File: src/rtl/cic_pkg.sv
package cic_pkg;

    localparam int DATA_W    = 24;
    localparam int GLYPH_W   = 8;
    localparam int CC_W      = 8;
    localparam int STOLEN_W  = 4;
    localparam int CODE_W    = 4;
    localparam int COLOR_W   = 8;
    localparam int NREG      = 16;
    localparam int PAL_N     = 8;
    localparam int PAL_BASE  = NREG - PAL_N;
    localparam int SEL_W     = $clog2(PAL_N);
    localparam int HB_BIT    = 2;
    localparam int CNT_W     = $clog2(DATA_W + 1);

    typedef enum logic [1:0] {
        BPP1 = 2'd0,
        BPP2 = 2'd1,
        BPP3 = 2'd2,
        BPP4 = 2'd3
    } bpp_e;

    typedef struct packed {
        bpp_e bpp;
        logic multi;
        logic bitmap;
        logic dbl;
    } cell_cfg_t;

    function automatic logic multi_active(cell_cfg_t c);
        return c.multi && !c.bitmap && (c.bpp != BPP1);
    endfunction

    function automatic int pix_width(cell_cfg_t c);
        if (c.bitmap)
            return int'(c.bpp) + 1;
        else if (multi_active(c))
            return 2;
        else
            return 1;
    endfunction

    function automatic logic [CNT_W-1:0] pix_count(cell_cfg_t c);
        if (c.bitmap)
            return CNT_W'(DATA_W / (int'(c.bpp) + 1));
        else if (multi_active(c))
            return CNT_W'(GLYPH_W / 2);
        else
            return CNT_W'(GLYPH_W);
    endfunction

endpackage

File: src/rtl/cic_pixel_seq.sv
module cic_pixel_seq
    import cic_pkg::*;
(
    input  logic                clk,
    input  logic                rst_n,
    input  logic                load,
    input  cell_cfg_t           cfg_in,
    input  logic [STOLEN_W-1:0] cc_in,
    input  logic [DATA_W-1:0]   data_in,
    output logic                active,
    output logic [CODE_W-1:0]   head,
    output cell_cfg_t           cfg_q,
    output logic [STOLEN_W-1:0] cc_q
);

    typedef struct packed {
        logic [DATA_W-1:0]   shreg;
        logic [CNT_W-1:0]    cnt;
        logic                phase;
        cell_cfg_t           cfg;
        logic [STOLEN_W-1:0] cc;
    } seq_state_t;

    seq_state_t st_d, st_q;

    always_comb begin
        st_d = st_q;
        if (load) begin
            if (cfg_in.bitmap)
                st_d.shreg = data_in;
            else
                st_d.shreg = {data_in[GLYPH_W-1:0], {(DATA_W-GLYPH_W){1'b0}}};
            st_d.cnt   = pix_count(cfg_in);
            st_d.phase = 1'b0;
            st_d.cfg   = cfg_in;
            st_d.cc    = cc_in;
        end else if (st_q.cnt != '0) begin
            if (st_q.cfg.dbl && !st_q.phase) begin
                st_d.phase = 1'b1;
            end else begin
                st_d.phase = 1'b0;
                st_d.shreg = st_q.shreg << pix_width(st_q.cfg);
                st_d.cnt   = st_q.cnt - CNT_W'(1);
            end
        end
    end

    always_ff @(posedge clk) begin
        if (!rst_n)
            st_q <= '0;
        else
            st_q <= st_d;
    end

    assign active = (st_q.cnt != '0);
    assign head   = st_q.shreg[DATA_W-1 -: CODE_W];
    assign cfg_q  = st_q.cfg;
    assign cc_q   = st_q.cc;

    a_r8_hold_phase: assert property (@(posedge clk) disable iff (!rst_n)
        (active && st_q.cfg.dbl && !st_q.phase && !load) |=> ($stable(head) && active));

    a_r9_single_step: assert property (@(posedge clk) disable iff (!rst_n)
        (active && !st_q.cfg.dbl && !load) |=> (st_q.cnt == $past(st_q.cnt) - CNT_W'(1)));

endmodule

File: src/rtl/cic_code_extract.sv
module cic_code_extract
    import cic_pkg::*;
(
    input  cell_cfg_t           cfg,
    input  logic [STOLEN_W-1:0] cc_hi,
    input  logic [CODE_W-1:0]   head,
    output logic [CODE_W-1:0]   code
);

    int                w;
    int                stolen;
    logic [CODE_W-1:0] pix_bits;
    logic [CODE_W-1:0] hi_bits;

    always_comb begin
        w = pix_width(cfg);
        if (cfg.bitmap)
            stolen = 0;
        else
            stolen = int'(cfg.bpp) + 1 - w;
        pix_bits = head >> (CODE_W - w);
        hi_bits  = cc_hi >> (STOLEN_W - stolen);
        code     = CODE_W'(hi_bits << w) | pix_bits;
    end

endmodule

File: src/rtl/cic_palette_lookup.sv
module cic_palette_lookup
    import cic_pkg::*;
(
    input  logic [PAL_N*COLOR_W-1:0] pal_bytes,
    input  logic [CODE_W-1:0]        code,
    input  logic                     deep,
    output logic [COLOR_W-1:0]       index
);

    logic [COLOR_W-1:0] entry [PAL_N];
    logic [SEL_W-1:0]   sel;
    logic               dim_flip;

    for (genvar k = 0; k < PAL_N; k++) begin : g_entry
        assign entry[k] = pal_bytes[k*COLOR_W +: COLOR_W];
    end

    always_comb begin
        sel      = code[SEL_W-1:0];
        dim_flip = deep && code[CODE_W-1];
        index    = entry[sel];
        index[HB_BIT] = entry[sel][HB_BIT] ^ dim_flip;
    end

endmodule

File: src/rtl/cic_color_index_gen.sv
module cic_color_index_gen
    import cic_pkg::*;
(
    input  logic                     clk,
    input  logic                     rst_n,
    input  logic                     load,
    input  logic [1:0]               bpp_sel,
    input  logic                     multi_en,
    input  logic                     bitmap_mode,
    input  logic                     double_wide,
    input  logic [CC_W-1:0]          char_code,
    input  logic [DATA_W-1:0]        data_in,
    input  logic [NREG*COLOR_W-1:0]  plane_regs,
    output logic                     pix_valid,
    output logic [COLOR_W-1:0]       pix_index
);

    cell_cfg_t           cfg_in;
    cell_cfg_t           cfg_q;
    logic                active;
    logic [CODE_W-1:0]   head;
    logic [STOLEN_W-1:0] cc_q;
    logic [CODE_W-1:0]   code;
    logic [COLOR_W-1:0]  looked_up;
    logic                unused_inputs;

    assign unused_inputs = ^{plane_regs[PAL_BASE*COLOR_W-1:0], char_code[CC_W-STOLEN_W-1:0]};

    always_comb begin
        cfg_in.bpp    = bpp_e'(bpp_sel);
        cfg_in.multi  = multi_en;
        cfg_in.bitmap = bitmap_mode;
        cfg_in.dbl    = double_wide;
    end

    cic_pixel_seq u_seq (
        .clk     (clk),
        .rst_n   (rst_n),
        .load    (load),
        .cfg_in  (cfg_in),
        .cc_in   (char_code[CC_W-1 -: STOLEN_W]),
        .data_in (data_in),
        .active  (active),
        .head    (head),
        .cfg_q   (cfg_q),
        .cc_q    (cc_q)
    );

    cic_code_extract u_code (
        .cfg   (cfg_q),
        .cc_hi (cc_q),
        .head  (head),
        .code  (code)
    );

    cic_palette_lookup u_pal (
        .pal_bytes (plane_regs[NREG*COLOR_W-1 : PAL_BASE*COLOR_W]),
        .code      (code),
        .deep      (cfg_q.bpp == BPP4),
        .index     (looked_up)
    );

    assign pix_valid = active;
    assign pix_index = active ? looked_up : '0;

    a_r9_load_starts: assert property (@(posedge clk) disable iff (!rst_n)
        load |=> pix_valid);

    a_r1_idle_stays: assert property (@(posedge clk) disable iff (!rst_n)
        (!pix_valid && !load) |=> (!pix_valid && pix_index == '0));

    a_r7_no_flip_shallow: assert property (@(posedge clk) disable iff (!rst_n)
        (pix_valid && cfg_q.bpp != BPP4) |-> !code[CODE_W-1]);

    a_r5_mono_width: assert property (@(posedge clk) disable iff (!rst_n)
        (pix_valid && !cfg_q.bitmap && cfg_q.bpp == BPP1) |-> (code[CODE_W-1:1] == '0));

endmodule

File: config.mk
export PLATFORM = sky130hd
export DESIGN_NAME = cic_color_index_gen
export DESIGN_NICKNAME = d
export VERILOG_FILES = /design/src/rtl/cic_pkg.sv /design/src/rtl/cic_pixel_seq.sv /design/src/rtl/cic_code_extract.sv /design/src/rtl/cic_palette_lookup.sv /design/src/rtl/cic_color_index_gen.sv
export SDC_FILE = /design/constraint.sdc
export NUM_CORES = 1
export LEC_CHECK = 0
export ABC_AREA = 1
export BUFFER_PORTS_ARGS = -buffer_cell sky130_fd_sc_hd__buf_4
export CAP_MARGIN = 40
export CORE_MARGIN = 8
export CORE_UTILIZATION = 40
export DETAILED_ROUTE_END_ITERATION = 6
export PLACE_DENSITY = 0.78
export SLEW_MARGIN = 20
export SYNTH_ARGS = -nofsm -noshare
export SYNTH_HDL_FRONTEND = slang
export SYNTH_SLANG_ARGS = --single-unit
File: constraint.sdc
create_clock -name clk -period 9.7 [get_ports clk]
set_input_delay 0.485 -clock clk [delete_from_list [all_inputs] [get_ports clk]]
set_output_delay 0.485 -clock clk [all_outputs]
set_load 0.02 [all_outputs]
Word-level counts from Yosys, hierarchy flattened
Cells that the tools add are included.
{"block": "word_totals", "regBits": 39, "elab_cells": 58, "in_bits": 168}
{"block": "op_classes", "order_cmp": 1, "shift": 4, "n_div": 1, "bitwise": 4, "n_eq_ne": 2, "add_sub_neg": 6, "mux": 17, "reduce_logical": 15}
{"cell": "$mux 32", "n": 5}
{"cell": "$shr 4x32->4", "n": 2}
{"cell": "$sub 4x32->32 const A", "n": 2}
{"cell": "$mux 30", "n": 2}
{"cell": "$div 6x32->32 const A", "n": 1}
{"cell": "$shl 24x32->24", "n": 1}
{"cell": "$shl 4x32->4", "n": 1}
{"cell": "$sub 32x32->32", "n": 1}
{"cell": "$mux 29", "n": 1}
{"cell": "$bmux 8 s3", "n": 1}
{"cell": "$mux 24", "n": 1}
{"cell": "$mux 8", "n": 3}
{"cell": "$add 2x1->3 const B", "n": 2}
{"cell": "$logic_and 1x1->1", "n": 6}
{"cell": "$reduce_bool 2->1", "n": 3}
{"cell": "$mux 5", "n": 1}
{"cell": "$reduce_bool 5->1", "n": 1}
{"cell": "$sub 5x1->5 const B", "n": 1}
{"cell": "$ge 4x4->1 const B", "n": 1}
{"cell": "$mux 4", "n": 1}
{"cell": "$not 3->4", "n": 1}
{"cell": "$or 4x4->4", "n": 1}
{"cell": "$logic_not 1->1", "n": 3}
{"cell": "$eq 2x2->1 const B", "n": 1}
{"cell": "other kinds (7)", "n": 7}

Depth between registers and ports, before layout
Gate-level depths: netlist of the first run.
{"block": "logic_depth", "ltp_word": 17, "mapped_depth": 32, "depth_no_buf": 30}

Hierarchy
From an unflattened synthesis of the first run, not the netlist that was laid out.
{"block": "unflattened", "cells_unflattened": 815, "hier_area_um2": 4669.5}
{"module": "cic_pixel_seq", "area_each_um2": 3350.7, "cells_each": 539, "n_inst": 1}
{"module": "cic_code_extract", "area_each_um2": 653.1, "cells_each": 126, "n_inst": 1}
{"module": "cic_palette_lookup", "area_each_um2": 593.1, "cells_each": 131, "n_inst": 1}
{"module": "cic_color_index_gen", "area_each_um2": 72.6, "cells_each": 19, "n_inst": 1}

Worst setup path before layout of the first run
Ideal clock, no wire load.
{"block": "synth_path", "path_type": "flip-flop to output port", "startpoint": "reg u_seq.st_q, in the netlist u_seq.cfg_q[3]", "endpoint": "out pix_index[5]", "stages_incl_launch_ff": 27, "n_path_buf": 4, "setup_slack_ns": 4.884, "arrival_time_ns": 4.331, "cell_sequence": "dfxtp_1 > inv_1 > ha_1 > nand3b_2 > nand2_2 > inv_1 > buf_1 > buf_2 > ha_1 > fa_1 > or2_2 > ha_1 > nor2_1 > nor3_1 > o21ai_2 > nor2_2 > a21oi_2 > o21ai_2 > nand3_1 > nand2_2 > inv_2 > buf_6 > buf_6 > o21ai_0 > o221ai_1 > nand2_1 > nor2_1"}
{"block": "synth_between", "elab_chain_cells": 15}
{"item": "start, declared", "line": "cic_pixel_seq.sv:24", "rtl": "seq_state_t st_d, st_q;"}
{"item": "start signal, assigned", "line": "cic_pixel_seq.sv:52", "rtl": "st_q <= st_d;"}
{"item": "$reduce_bool 2->1", "line": "cic_pkg.sv:31", "rtl": "return c.multi && !c.bitmap && (c.bpp != BPP1);"}
{"item": "$logic_and 1x1->1", "line": "cic_pkg.sv:31"}
{"item": "$mux 2", "line": "cic_pkg.sv:37", "rtl": "else if (multi_active(c))"}
{"item": "$mux 32", "line": "cic_pkg.sv:35", "rtl": "if (c.bitmap)"}
{"item": "$sub 32x32->32", "line": "cic_code_extract.sv:20", "rtl": "stolen = int'(cfg.bpp) + 1 - w;"}
{"item": "$mux 32", "line": "cic_code_extract.sv:17", "rtl": "if (cfg.bitmap)"}
{"item": "$sub 4x32->32", "line": "cic_code_extract.sv:22", "rtl": "hi_bits = cc_hi >> (STOLEN_W - stolen);"}
{"item": "$shr 4x32->4", "line": "cic_code_extract.sv:22"}
{"item": "$shl 4x32->4", "line": "cic_code_extract.sv:23", "rtl": "code = CODE_W'(hi_bits << w) | pix_bits;"}
{"item": "$or 4x4->4 (*)", "line": "cic_code_extract.sv:23"}
{"item": "$not 3->4 (implied by the code) (*)", "line": "cic_palette_lookup.sv:21", "rtl": "index = entry[sel];"}
{"item": "$bmux 8 s3 (*)", "line": "cic_palette_lookup.sv:21"}
{"item": "$mux 8 (*) (2 in a row)"}
{"item": "$mux 8 (*)", "line": "cic_color_index_gen.sv:64", "rtl": "assign pix_index = active ? looked_up : '0;"}
{"item": "end, declared", "line": "cic_color_index_gen.sv:15", "rtl": "output logic [COLOR_W-1:0] pix_index"}
Mark *: on every way between the ends. The rest lies on a longest branch, timed or not. The select of a mux whose other input is x is not followed.

Final worst setup path of the first run
{"block": "layout_path", "startpoint": "reg u_seq.st_q, in the netlist u_seq.cfg_q[3]", "endpoint": "out pix_index[3]"}
The elaborated chain is that of the path after synthesis.

==> flow_summary.json, run 1 <==
{
  "status": "finished clean",
  "fp.dieArea_um2": 14510,
  "postRouteAntennaNets": 0,
  "rsz0062_at_grt": "false",
  "mappedNetlistArea_um2": 4364,
  "clkTransAtPathRegs_ns": 0.08,
  "fin_ws_ns": 2.957,
  "clockBufferDepth": 2,
  "drive_gt1_share_pct": 19.93,
  "syn_area_per_cell_um2": 5.938,
  "fillCellCount": 1094,
  "fin_cells": 958,
  "syn-num-nets": 922,
  "drv_slew": 0,
  "via_per_inst": 5.356,
  "synth-xor-area-share_pct": 1.003,
  "end_kind": "output pin",
  "min_period_ns": 6.743,
  "yosys_register_bits": 39,
  "tightest_slew_ns": 0.7879,
  "cp_num_buf_inv": 4,
  "synth_compound_area_share_pct": 30.91,
  "r2r_cells": 12,
  "cp.arrival_ns": 6.26,
  "hold_ws_ns": 0.4077,
  "hold_violations": 0,
  "powerDensity_nw_per_um2": 165.7,
  "post-dp-hpwl_um": 10110,
  "synth_cell_type_count": 53,
  "core_area_um2": 10750,
  "antenna_found_initial": 0,
  "dp.cells": 948,
  "synthMuxAreaShare_pct": 0.2294,
  "grt_pass1_wl_um": 21870,
  "grt_max_degree": 38,
  "ir_drop_mv": 0.07117,
  "layout.nets": 1004,
  "cap_violations": 0,
  "dieHeight_um": 120.5,
  "synth-edff-count": 0,
  "synth_top_family_by_area": "simple AND/OR/NAND/NOR gates",
  "slew-limit-headroom_pct": 47.47,
  "gp_congestion": 0.9310,
  "final_util_pct": 49.17,
  "drt_first_pass_iters": 5,
  "ys_warn_count": 0,
  "startpoint_type": "flip-flop",
  "ys_async_sr_fraction_pct": 0,
  "dieWidth_um": 120.5,
  "io-pin-count": 177,
  "vias": 5131,
  "wl_per_cell_um": 13.80,
  "critPathMaxFanout": 37,
  "timing.fmax_mhz": 148.3,
  "rows": 38,
  "crit_slowest_cell": "inv_2",
  "synthCells": 735,
  "hold_buffers": 0,
  "clockRootBuffer": "clkbuf_8",
  "timing.final.crit_share_pct": 69.51,
  "antenna_cells": 0,
  "crit_path_max_incr_delay_ns": 0.57,
  "ys_seq_area_share_pct": 17.89,
  "final.setup_skew_ns": 0.002412,
  "synthAdderAreaFrac_pct": 5.791,
  "path_class": "flip-flop to output pin",
  "yosys.area_share.simple_pct": 32.37,
  "cp_data_required_time_ns": 9.22,
  "overflow": 0,
  "fin_tns_setup_ns": 0,
  "drt-initial-drc-count": 356,
  "min_path_cells": 3,
  "cts_resized": 0,
  "p_leak_nw": 2.456,
  "grt_pass1_vias": 4728,
  "ys.flop_type": "dfxtp_1",
  "hold_path_class": "input pin to flip-flop",
  "htree_levels": 2,
  "area_growth_pct": 21.07,
  "cts.sinks": 39,
  "numCtsBuffers": 5,
  "start_util_pct": 40.61,
  "routed_wl_um": 13220,
  "remaining_drc_errors": 0,
  "cts_tree": "built",
  "cts_setup_buffers": 0,
  "post-place-ws_ns": 3.301,
  "clk_latency_ns": 0.29,
  "crit_chain": "inv_1, ha_1, nand3b_2, nand2_2, inv_1, ha_1, fa_1, or2_2, ha_1, nor2_1, nor3_1, o21ai_2, nor2_2, a21oi_2, o21ai_2, nand3_1, nand2_2, inv_2, nor2_1, o21ai_0, a21oi_1, nor2_1, buf_4",
  "portBuffers": 108,
  "grt_usage_pct": 17.62,
  "setup_violations": 0,
  "crit_cells": 23,
  "cp_top_family": "simple AND/OR/NAND/NOR gates"
}
placed cells by master (no fill, tap or decap), types with 2 or more instances in the layout:
cell	n
o21ai_1	11
nor2_2	2
o2111ai_1	2
nor2_1	123
inv_1	70
a221oi_1	5
o221ai_1	13
inv_2	6
o21ai_2	10
fa_1	2
nand2_1	152
clkinv_1	4
a22o_1	3
buf_4	110
xor2_1	4
nand3_2	2
ha_1	17
o21ai_0	80
dfxtp_1	39
nor3_1	5
buf_8	2
a21oi_1	44
a31oi_1	13
o211ai_1	16
a21oi_2	5
nand3b_1	3
nand2_2	8
nand4_1	5
clkinv_2	3
clkbuf_8	5
nand3_1	30
o22ai_1	3
final cells by class:
| cell class | count | area, um^2 | area share, % |
|---|---|---|---|
| clock buffer | 5 | 68.82 | 1.302 |
| clock inverter | 3 | 15.01 | 0.2842 |
| inverter | 81 | 309.0 | 5.849 |
| multi-input combinational | 577 | 3068 | 58.06 |
| sequential | 39 | 780.7 | 14.78 |
| tap | 140 | 175.2 | 3.315 |
| timing repair buffer | 113 | 867.1 | 16.41 |
layer usage:
| metal | part of all wire [%] | track usage (%) | wire (um) | up-vias |
|---|---|---|---|---|
| li1 | - | - | - | 2641 |
| met1 | 47 | 23.13 | 6150 | 2269 |
| met2 | 43 | 28.90 | 5745 | 207 |
| met3 | 8.9 | 3.823 | 1171 | 14 |
| met4 | 1.2 | 3.903 | 155 | 0 |
| met5 | 0 | 0 | 0 | - |
synth_stat cells, drive strengths merged (2+ instances only):
| library cell | number | area (um^2) |
|---|---|---|
| nand4 | 5 | 31.28 |
| clkbuf | 23 | 86.33 |
| ha | 17 | 212.7 |
| nor2 | 126 | 485.5 |
| nor3 | 5 | 25.02 |
| nand2 | 160 | 620.6 |
| a21oi | 49 | 264.0 |
| fa | 2 | 40.04 |
| o2111ai | 2 | 17.52 |
| a21boi | 2 | 18.77 |
| a22o | 3 | 26.28 |
| nand3b | 4 | 33.78 |
| inv | 77 | 294.0 |
| buf | 15 | 120.1 |
| o221ai | 13 | 113.9 |
| o211ai | 16 | 120.1 |
| a31oi | 13 | 81.33 |
| nand3 | 32 | 170.2 |
| dfxtp | 39 | 780.8 |
| o22ai | 3 | 18.77 |
| o21ai | 102 | 559.3 |
| or2 | 2 | 12.52 |
| clkinv | 4 | 15.01 |
| a221oi | 5 | 43.79 |
| xor2 | 4 | 35.03 |
stage by stage:
step	cell area, um^2	power, mW
floorplan	4364	0.6135
global placement	5151	0.7467
detailed placement	5177	0.7561
CTS	5261	0.8658
global route	5284	0.9505
finish	5284	0.8754
worst register-to-register path, cell delays in order (launching register included):
cell and delay (ns):
dfxtp_1 0.42, inv_1 0.07, ha_1 0.19, nand3b_2 0.22, nand2_2 0.50, inv_1 0.55
o21ai_0 0.37, nor2_1 0.09, a31oi_1 0.21, nand2_1 0.08, o21ai_0 0.10, o221ai_1 0.12
inv_1 0.07
state kept, by name, summed over array words and instances (netlist names):
register,flops
u_seq.st_q,26
u_seq.cfg_q,5
u_seq.cc_q,4
u_seq.head,4
cell families after synthesis:
group                    count (synthesis)
AO/OA/AOI/OAI                          216
XOR/XNOR                                 5
flip-flops                              39
multiplexers                             1
AND/OR/NAND/NOR                        336
adder cells (fa/ha/maj)                 19
buffers and inverters                  119
where the power goes:
| part | switching (mW) | internal [mW] | leakage (nW) | total [mW] |
|---|---|---|---|---|
| clock | 0.0597 | 0.0493 | 0.0477 | 0.109 |
| sequential | 0.0210 | 0.192 | 0.322 | 0.213 |
| combinational | 0.345 | 0.208 | 2.09 | 0.553 |
| total | 0.426 | 0.450 | 2.46 | 0.875 |
path summary, 6_finish.rpt:
| check | start | end | slack [ns] |
|---|---|---|---|
| worst max-delay path | u_seq.cfg_q[3]$_SDFFE_PN0P_ | pix_index[3] | 2.96 |
| worst min-delay path | char_code[4] | u_seq.cc_q[0]$_SDFFE_PN0P_ | 0.41 |
| worst max register to register | u_seq.cfg_q[3]$_SDFFE_PN0P_ | u_seq.st_q[32]$_SDFFE_PN0P_ | 6.67 |
| worst min register to register | u_seq.cfg_q[0]$_SDFFE_PN0P_ | u_seq.cfg_q[0]$_SDFFE_PN0P_ | 0.47 |
Power figures use the tool's default switching activity.
==> run 2: changes to the inputs <==
==> constraint.sdc (replaced) <==
create_clock -name clk -period 6.8 [get_ports clk]
set_input_delay 0.34 -clock clk [delete_from_list [all_inputs] [get_ports clk]]
set_output_delay 0.34 -clock clk [all_outputs]
set_load 0.02 [all_outputs]
==> flow_summary.json, run 2 (synthesized netlist as in run 1, its figures left out) <==
{
  "p_int_uw": 719.3,
  "area_growth_pct": 22.45,
  "dieHeight_um": 120.5,
  "cp_data_required_time_ns": 6.46,
  "crit_slowest_cell": "a21oi_2",
  "hold_violations": 0,
  "largest_reg_flops": 26,
  "grt_busiest_layer": "met2",
  "antenna_cells": 0,
  "status": "finished clean",
  "fp.dieArea_um2": 14510,
  "clockRootBuffer": "clkbuf_8",
  "final_common_cell": "nand2_1",
  "end_kind": "output pin",
  "clkPwrFrac_pct": 17.8,
  "portBuffers": 108,
  "layout.nets": 1006,
  "startpoint_type": "flip-flop",
  "core_area_um2": 10750,
  "antenna_found_initial": 0,
  "crit_top_cell": "nor2_1",
  "ir_drop_mv": 0.1276,
  "p_switching_uw": 615.0,
  "grt_util_met3_pct": 3.916,
  "grt_pass1_wl_um": 21850,
  "wl_per_cell_um": 13.98,
  "io-pin-count": 177,
  "drv_slew": 0,
  "clk_latency_ns": 0.30,
  "cp.arrival_ns": 5.32,
  "seq_power_share_pct": 22.8,
  "powerDensity_nw_per_um2": 249.7,
  "grtUsageMet1_pct": 23.19,
  "clockBufferDepth": 2,
  "remaining_drc_errors": 0,
  "clkTransAtPathRegs_ns": 0.08,
  "postRouteAntennaNets": 0,
  "grt_pass1_vias": 4748,
  "met2_usage_pct": 28.48,
  "timing.final.crit_share_pct": 83.18,
  "cts_tree": "built",
  "cts_setup_buffers": 0,
  "critPathMaxFanout": 37,
  "numCtsBuffers": 5,
  "setup_violations": 0,
  "slew-limit-headroom_pct": 48.13,
  "p_leak_nw": 2.480,
  "cap_violations": 0,
  "htree_levels": 2,
  "dp.cells": 950,
  "hold_path_class": "input pin to flip-flop",
  "path_class": "flip-flop to output pin",
  "drive_gt1_share_pct": 20.12,
  "grt_usage_pct": 17.72,
  "dieWidth_um": 120.5,
  "vias": 5173,
  "crit_chain": "inv_1, ha_1, nand3b_2, nand2_2, inv_1, ha_1, fa_1, or2_2, ha_1, nor2_1, nor3_1, o21ai_2, nor2_1, o211ai_1, o21ai_0, o221ai_1, nor2_1, a21oi_2, o221ai_1, nand2_1, nor2_1, buf_4",
  "switching_share_pct": 46.09,
  "layout_common_cells": "nand2_1 (152), nor2_1 (123), buf_4 (113)",
  "pwr-share-comb_pct": 59.4,
  "overflow": 0,
  "start_util_pct": 40.61,
  "grt_max_degree": 38,
  "timing.fmax_mhz": 176.8,
  "fin_tns_setup_ns": 0,
  "via_per_inst": 5.389,
  "crit_path_max_incr_delay_ns": 0.58,
  "final.setup_skew_ns": 0.005695,
  "drt-initial-drc-count": 426,
  "post-dp-hpwl_um": 10130,
  "tightest_slew_ns": 0.7780,
  "rows": 38,
  "cts.sinks": 39,
  "gp_congestion": 0.9241,
  "top_register": "u_seq.st_q",
  "routed_wl_um": 13420,
  "fin_cells": 960,
  "drt_first_pass_iters": 6,
  "cp_top_family": "simple AND/OR/NAND/NOR gates",
  "cp_num_buf_inv": 3,
  "cts_resized": 0,
  "hold_buffers": 0,
  "rsz0062_at_grt": "false",
  "min_period_ns": 5.656
}
## run 2: changes by cell type in the layout (fill, tap and decap cells not counted)
cell,previous run,this run
buf_4,110,113
clkinv_2,3,0
bufinv_16,0,2
buf_8,2,1
clkinvlp_4,0,1
## run 2: layout make-up
type / count / area, um^2
Fill cell: 1097 / 5401
Clock inverter: 3 / 67.56
Tap cell: 140 / 175.2
Timing Repair Buffer: 115 / 874.6
Clock buffer: 5 / 68.82
Sequential cell: 39 / 780.7
Multi-Input combinational cell: 577 / 3068
Inverter: 81 / 309.0
## run 2: tightest hold or removal path, cell delays in order
cell    delay [ns]
buf_4         0.08
nor2_1        0.03
nor2_1        0.08
## run 2: through the flow
stage,cell area [um^2],setup WS [ns],util [%],hold slack (ns),power [mW]
after floorplan,4364,2.129,-,0.4409,0.8752
after global placement,5174,1.562,48.15,0.4502,1.069
after detailed placement,5185,1.489,48.25,0.4553,1.081
after CTS,5321,1.125,49.52,0.2702,1.317
after global routing,5344,0.7190,49.73,0.2766,1.439
final,5344,1.144,49.73,0.2723,1.334
## run 2: power by group through the flow
stage	Sequential (mW)	Clock, mW	Combinational (mW)
3_3_place_gp	0.308	0	0.761
5_1_grt	0.310	0.251	0.878
4_1_cts	0.303	0.239	0.776
3_5_place_dp	0.308	0	0.773
2_1_floorplan	0.300	0	0.576
6_report	0.304	0.238	0.792
## run 2: path summary, 6_finish.rpt
kind | startpoint | to | slack [ns] | cells after the start
setup / recovery | u_seq.cfg_q[3]$_SDFFE_PN0P_ | pix_index[1] | 1.14 | 22
hold / removal | char_code[6] | u_seq.cc_q[2]$_SDFFE_PN0P_ | 0.27 | 3
setup reg to reg | u_seq.cfg_q[3]$_SDFFE_PN0P_ | u_seq.head[2]$_SDFFE_PN0P_ | 3.95 | 12
hold reg to reg | u_seq.cfg_q[0]$_SDFFE_PN0P_ | u_seq.cfg_q[0]$_SDFFE_PN0P_ | 0.47 | 2
## run 2: routing by layer
metal	part of all wire (%)	up-vias
met4	1.6	0
met3	8.8	17
li1	-	2643
met1	46	2301
met5	0	-
met2	43	212
==> run 3: changes to the inputs <==
--- a/config.mk
+++ b/config.mk
@@ -5,13 +5,13 @@
 export SDC_FILE = /design/constraint.sdc
 export NUM_CORES = 1
 export LEC_CHECK = 0
-export ABC_AREA = 1
+export ABC_AREA = 0
 export BUFFER_PORTS_ARGS = -buffer_cell sky130_fd_sc_hd__buf_4
 export CAP_MARGIN = 40
 export CORE_MARGIN = 8
 export CORE_UTILIZATION = 40
 export DETAILED_ROUTE_END_ITERATION = 6
-export PLACE_DENSITY = 0.78
+export PLACE_DENSITY = 0.82
 export SLEW_MARGIN = 20
 export SYNTH_ARGS = -nofsm -noshare
 export SYNTH_HDL_FRONTEND = slang
==> constraint.sdc (replaced) <==
create_clock -name clk -period 5.2 [get_ports clk]
set_input_delay 0.26 -clock clk [delete_from_list [all_inputs] [get_ports clk]]
set_output_delay 0.26 -clock clk [all_outputs]
set_load 0.02 [all_outputs]
==> flow_summary.json, run 3 <==
{
  "drv_slew": 0,
  "r2r_cells": 10,
  "top_register": "u_seq.st_q",
  "switching_share_pct": 41.17,
  "ys_top_cells_by_area": "dfxtp_1 (19%), mux2i_1 (18%), a21oi_1 (6.6%)",
  "drt_first_pass_iters": 5,
  "timing.final.crit_share_pct": 94.66,
  "gp_congestion": 0.9999,
  "ys_async_sr_fraction_pct": 0,
  "ys_seq_area_share_pct": 19.49,
  "postRouteAntennaNets": 0,
  "cap_violations": 0,
  "fillCellCount": 928,
  "hold_path_class": "input pin to flip-flop",
  "largest_reg_flops": 26,
  "post-dp-hpwl_um": 9758,
  "vias": 4389,
  "drt-initial-drc-count": 393,
  "remaining_drc_errors": 0,
  "startpoint": "u_seq.cfg_q[4]$_SDFFE_PN0P_",
  "final_common_cell": "buf_4",
  "grt_pass1_vias": 4258,
  "hold_ws_ns": 0.1881,
  "dieHeight_um": 116.1,
  "antenna_found_initial": 0,
  "synth_top_area_cell": "dfxtp_1",
  "synth-edff-count": 0,
  "status": "finished clean",
  "dieWidth_um": 116.1,
  "layout_common_cells": "buf_4 (119), mux2i_1 (74), a21oi_1 (53)",
  "wl_per_cell_um": 17.19,
  "clockBufferDepth": 2,
  "multiInputGateArea_um2": 2987,
  "min_period_ns": 4.922,
  "synthCells": 517,
  "final.setup_skew_ns": 0.01148,
  "powerDensity_nw_per_um2": 276.4,
  "r2r-end": "u_seq.head[2]$_SDFFE_PN0P_",
  "tightest_slew_ns": 0.6792,
  "numCtsBuffers": 5,
  "cp_data_required_time_ns": 4.94,
  "postLayoutCellArea_um2": 5116,
  "path_class": "flip-flop to output pin",
  "htree_levels": 2,
  "clockRootBuffer": "clkbuf_8",
  "area_growth_pct": 27.70,
  "drive_gt1_share_pct": 25.57,
  "yosys_register_bits": 39,
  "core_area_um2": 9729,
  "clk_latency_ns": 0.31,
  "fin_tns_setup_ns": 0,
  "r2r_start": "u_seq.cfg_q[4]$_SDFFE_PN0P_",
  "syn-num-nets": 704,
  "synthTopCellsByCount": "mux2i_1 (74), a21oi_1 (53), nor2_1 (43)",
  "yosysMostFrequentCell": "mux2i_1",
  "fp.dieArea_um2": 13470,
  "p_leak_nw": 2.418,
  "syn_area_per_cell_um2": 7.749,
  "slew-limit-headroom_pct": 54.62,
  "crit_path_end": "pix_index[2]",
  "synth_top_area_share_pct": 19.49,
  "portBuffers": 108,
  "io-pin-count": 177,
  "layout.nets": 800,
  "grt_pass1_wl_um": 20530,
  "cp.arrival_ns": 4.66,
  "cts_resized": 0,
  "p_switching_uw": 582.3,
  "critPathMaxFanout": 30,
  "ir_drop_mv": 0.1381,
  "startpoint_type": "flip-flop",
  "rsz0062_at_grt": "false",
  "grt_max_degree": 31,
  "clkPwrFrac_pct": 19.5,
  "end_kind": "output pin",
  "cts.sinks": 39,
  "routed_wl_um": 12840,
  "seq_power_share_pct": 27.2,
  "rows": 36,
  "synth_cell_type_count": 59,
  "via_per_inst": 5.876,
  "hold_violations": 0,
  "cts_tree": "built",
  "fin_total_pwr_mw": 1.414,
  "grt_usage_pct": 18.55,
  "pwr-share-comb_pct": 53.3,
  "ys.flop_type": "dfxtp_1",
  "mappedNetlistArea_um2": 4006,
  "worst-r2r-setup-slack_ns": 2.72,
  "overflow": 0,
  "p_int_uw": 832.0,
  "clkTransAtPathRegs_ns": 0.08,
  "place_area_um2": 4960,
  "antenna_cells": 0,
  "ys_warn_count": 0,
  "timing.fmax_mhz": 203.2,
  "setup_violations": 0,
  "start_util_pct": 41.18,
  "seqCellArea_um2": 780.7
}
==> run 3: how the worst min path moves through the flow <==
| stage | from | to | cells past startpoint |
|---|---|---|---|
| 5_1_grt | double_wide | u_seq.cfg_q[0]$_SDFFE_PN0P_ | 3 |
| 4_1_cts | double_wide | u_seq.cfg_q[0]$_SDFFE_PN0P_ | 3 |
| 3_3_place_gp | u_seq.st_q[11]$_SDFFE_PN0P_ | u_seq.st_q[11]$_SDFFE_PN0P_ | 2 |
| 3_5_place_dp | u_seq.st_q[11]$_SDFFE_PN0P_ | u_seq.st_q[11]$_SDFFE_PN0P_ | 2 |
| 6_report | char_code[4] | u_seq.cc_q[0]$_SDFFE_PN0P_ | 3 |
| 2_1_floorplan | multi_en | u_seq.cfg_q[2]$_SDFFE_PN0P_ | 2 |
==> run 3: critical path, cell delays in order, from the launching register on <==
cell	delay, ns
dfxtp_1	0.38
inv_1	0.06
ha_1	0.18
nor3b_2	0.23
a21oi_2	0.06
ha_1	0.24
fa_1	0.49
or2_2	0.30
ha_1	0.36
mux4_2	0.51
nand2_1	0.21
nand2_1	0.10
a41oi_2	0.21
buf_4	0.31
mux2i_1	0.26
xor2_1	0.17
o2bb2ai_1	0.13
buf_4	0.17
==> run 3: per-layer routing <==
layer / global-route usage [%] / part of all wire (%)
met1: 23.39 / 43
met2: 30.87 / 49
met3: 3.231 / 5.7
met4: 6.742 / 2.9
met5: 0 / 0
==> run 3: cell families after synthesis <==
| logic type | count (synthesis) | share of synthesized area, % |
|---|---|---|
| XOR/XNOR | 4 | 0.8746 |
| AO/OA/AOI/OAI | 170 | 27.86 |
| adder cells (fa/ha/maj) | 19 | 6.308 |
| AND/OR/NAND/NOR | 133 | 15.40 |
| flip-flops | 39 | 19.49 |
| buffers and inverters | 61 | 6.246 |
| multiplexers | 91 | 23.83 |
==> run 3: layout make-up <==
cell class | instances | area share [%]
clock buffer | 5 | 1.345
clock inverter | 3 | 0.9293
inverter | 27 | 1.981
multi-input combinational | 417 | 58.38
sequential | 39 | 15.26
tap | 133 | 3.253
timing repair buffer | 123 | 18.86
==> run 3: what timing repair did <==
| item | in CTS | in global routing |
|---|---|---|
| hold buffers | 0 | 0 |
| endpoints found under the setup margin | 0 | 7 |
| buffers inserted | 0 | 2 |
==> run 3: power groups by stage <==
stage	clock, mW	sequential [mW]	combinational (mW)
final	0.275	0.385	0.754
after global routing	0.288	0.389	0.828
after floorplan	0	0.376	0.503
after detailed placement	0	0.389	0.731
after CTS	0.276	0.383	0.735
after global placement	0	0.386	0.707
==> run 3: through the flow <==
| step | setup slack (ns) | utilization [%] | instances |
|---|---|---|---|
| after floorplan | 0.2520 | - | 517 |
| after global placement | 0.6840 | 50.78 | 735 |
| after detailed placement | 0.5272 | 50.98 | 737 |
| after CTS | 0.1786 | 52.17 | 745 |
| after global routing | 0.007933 | 52.58 | 747 |
| final | 0.2777 | 52.58 | 747 |
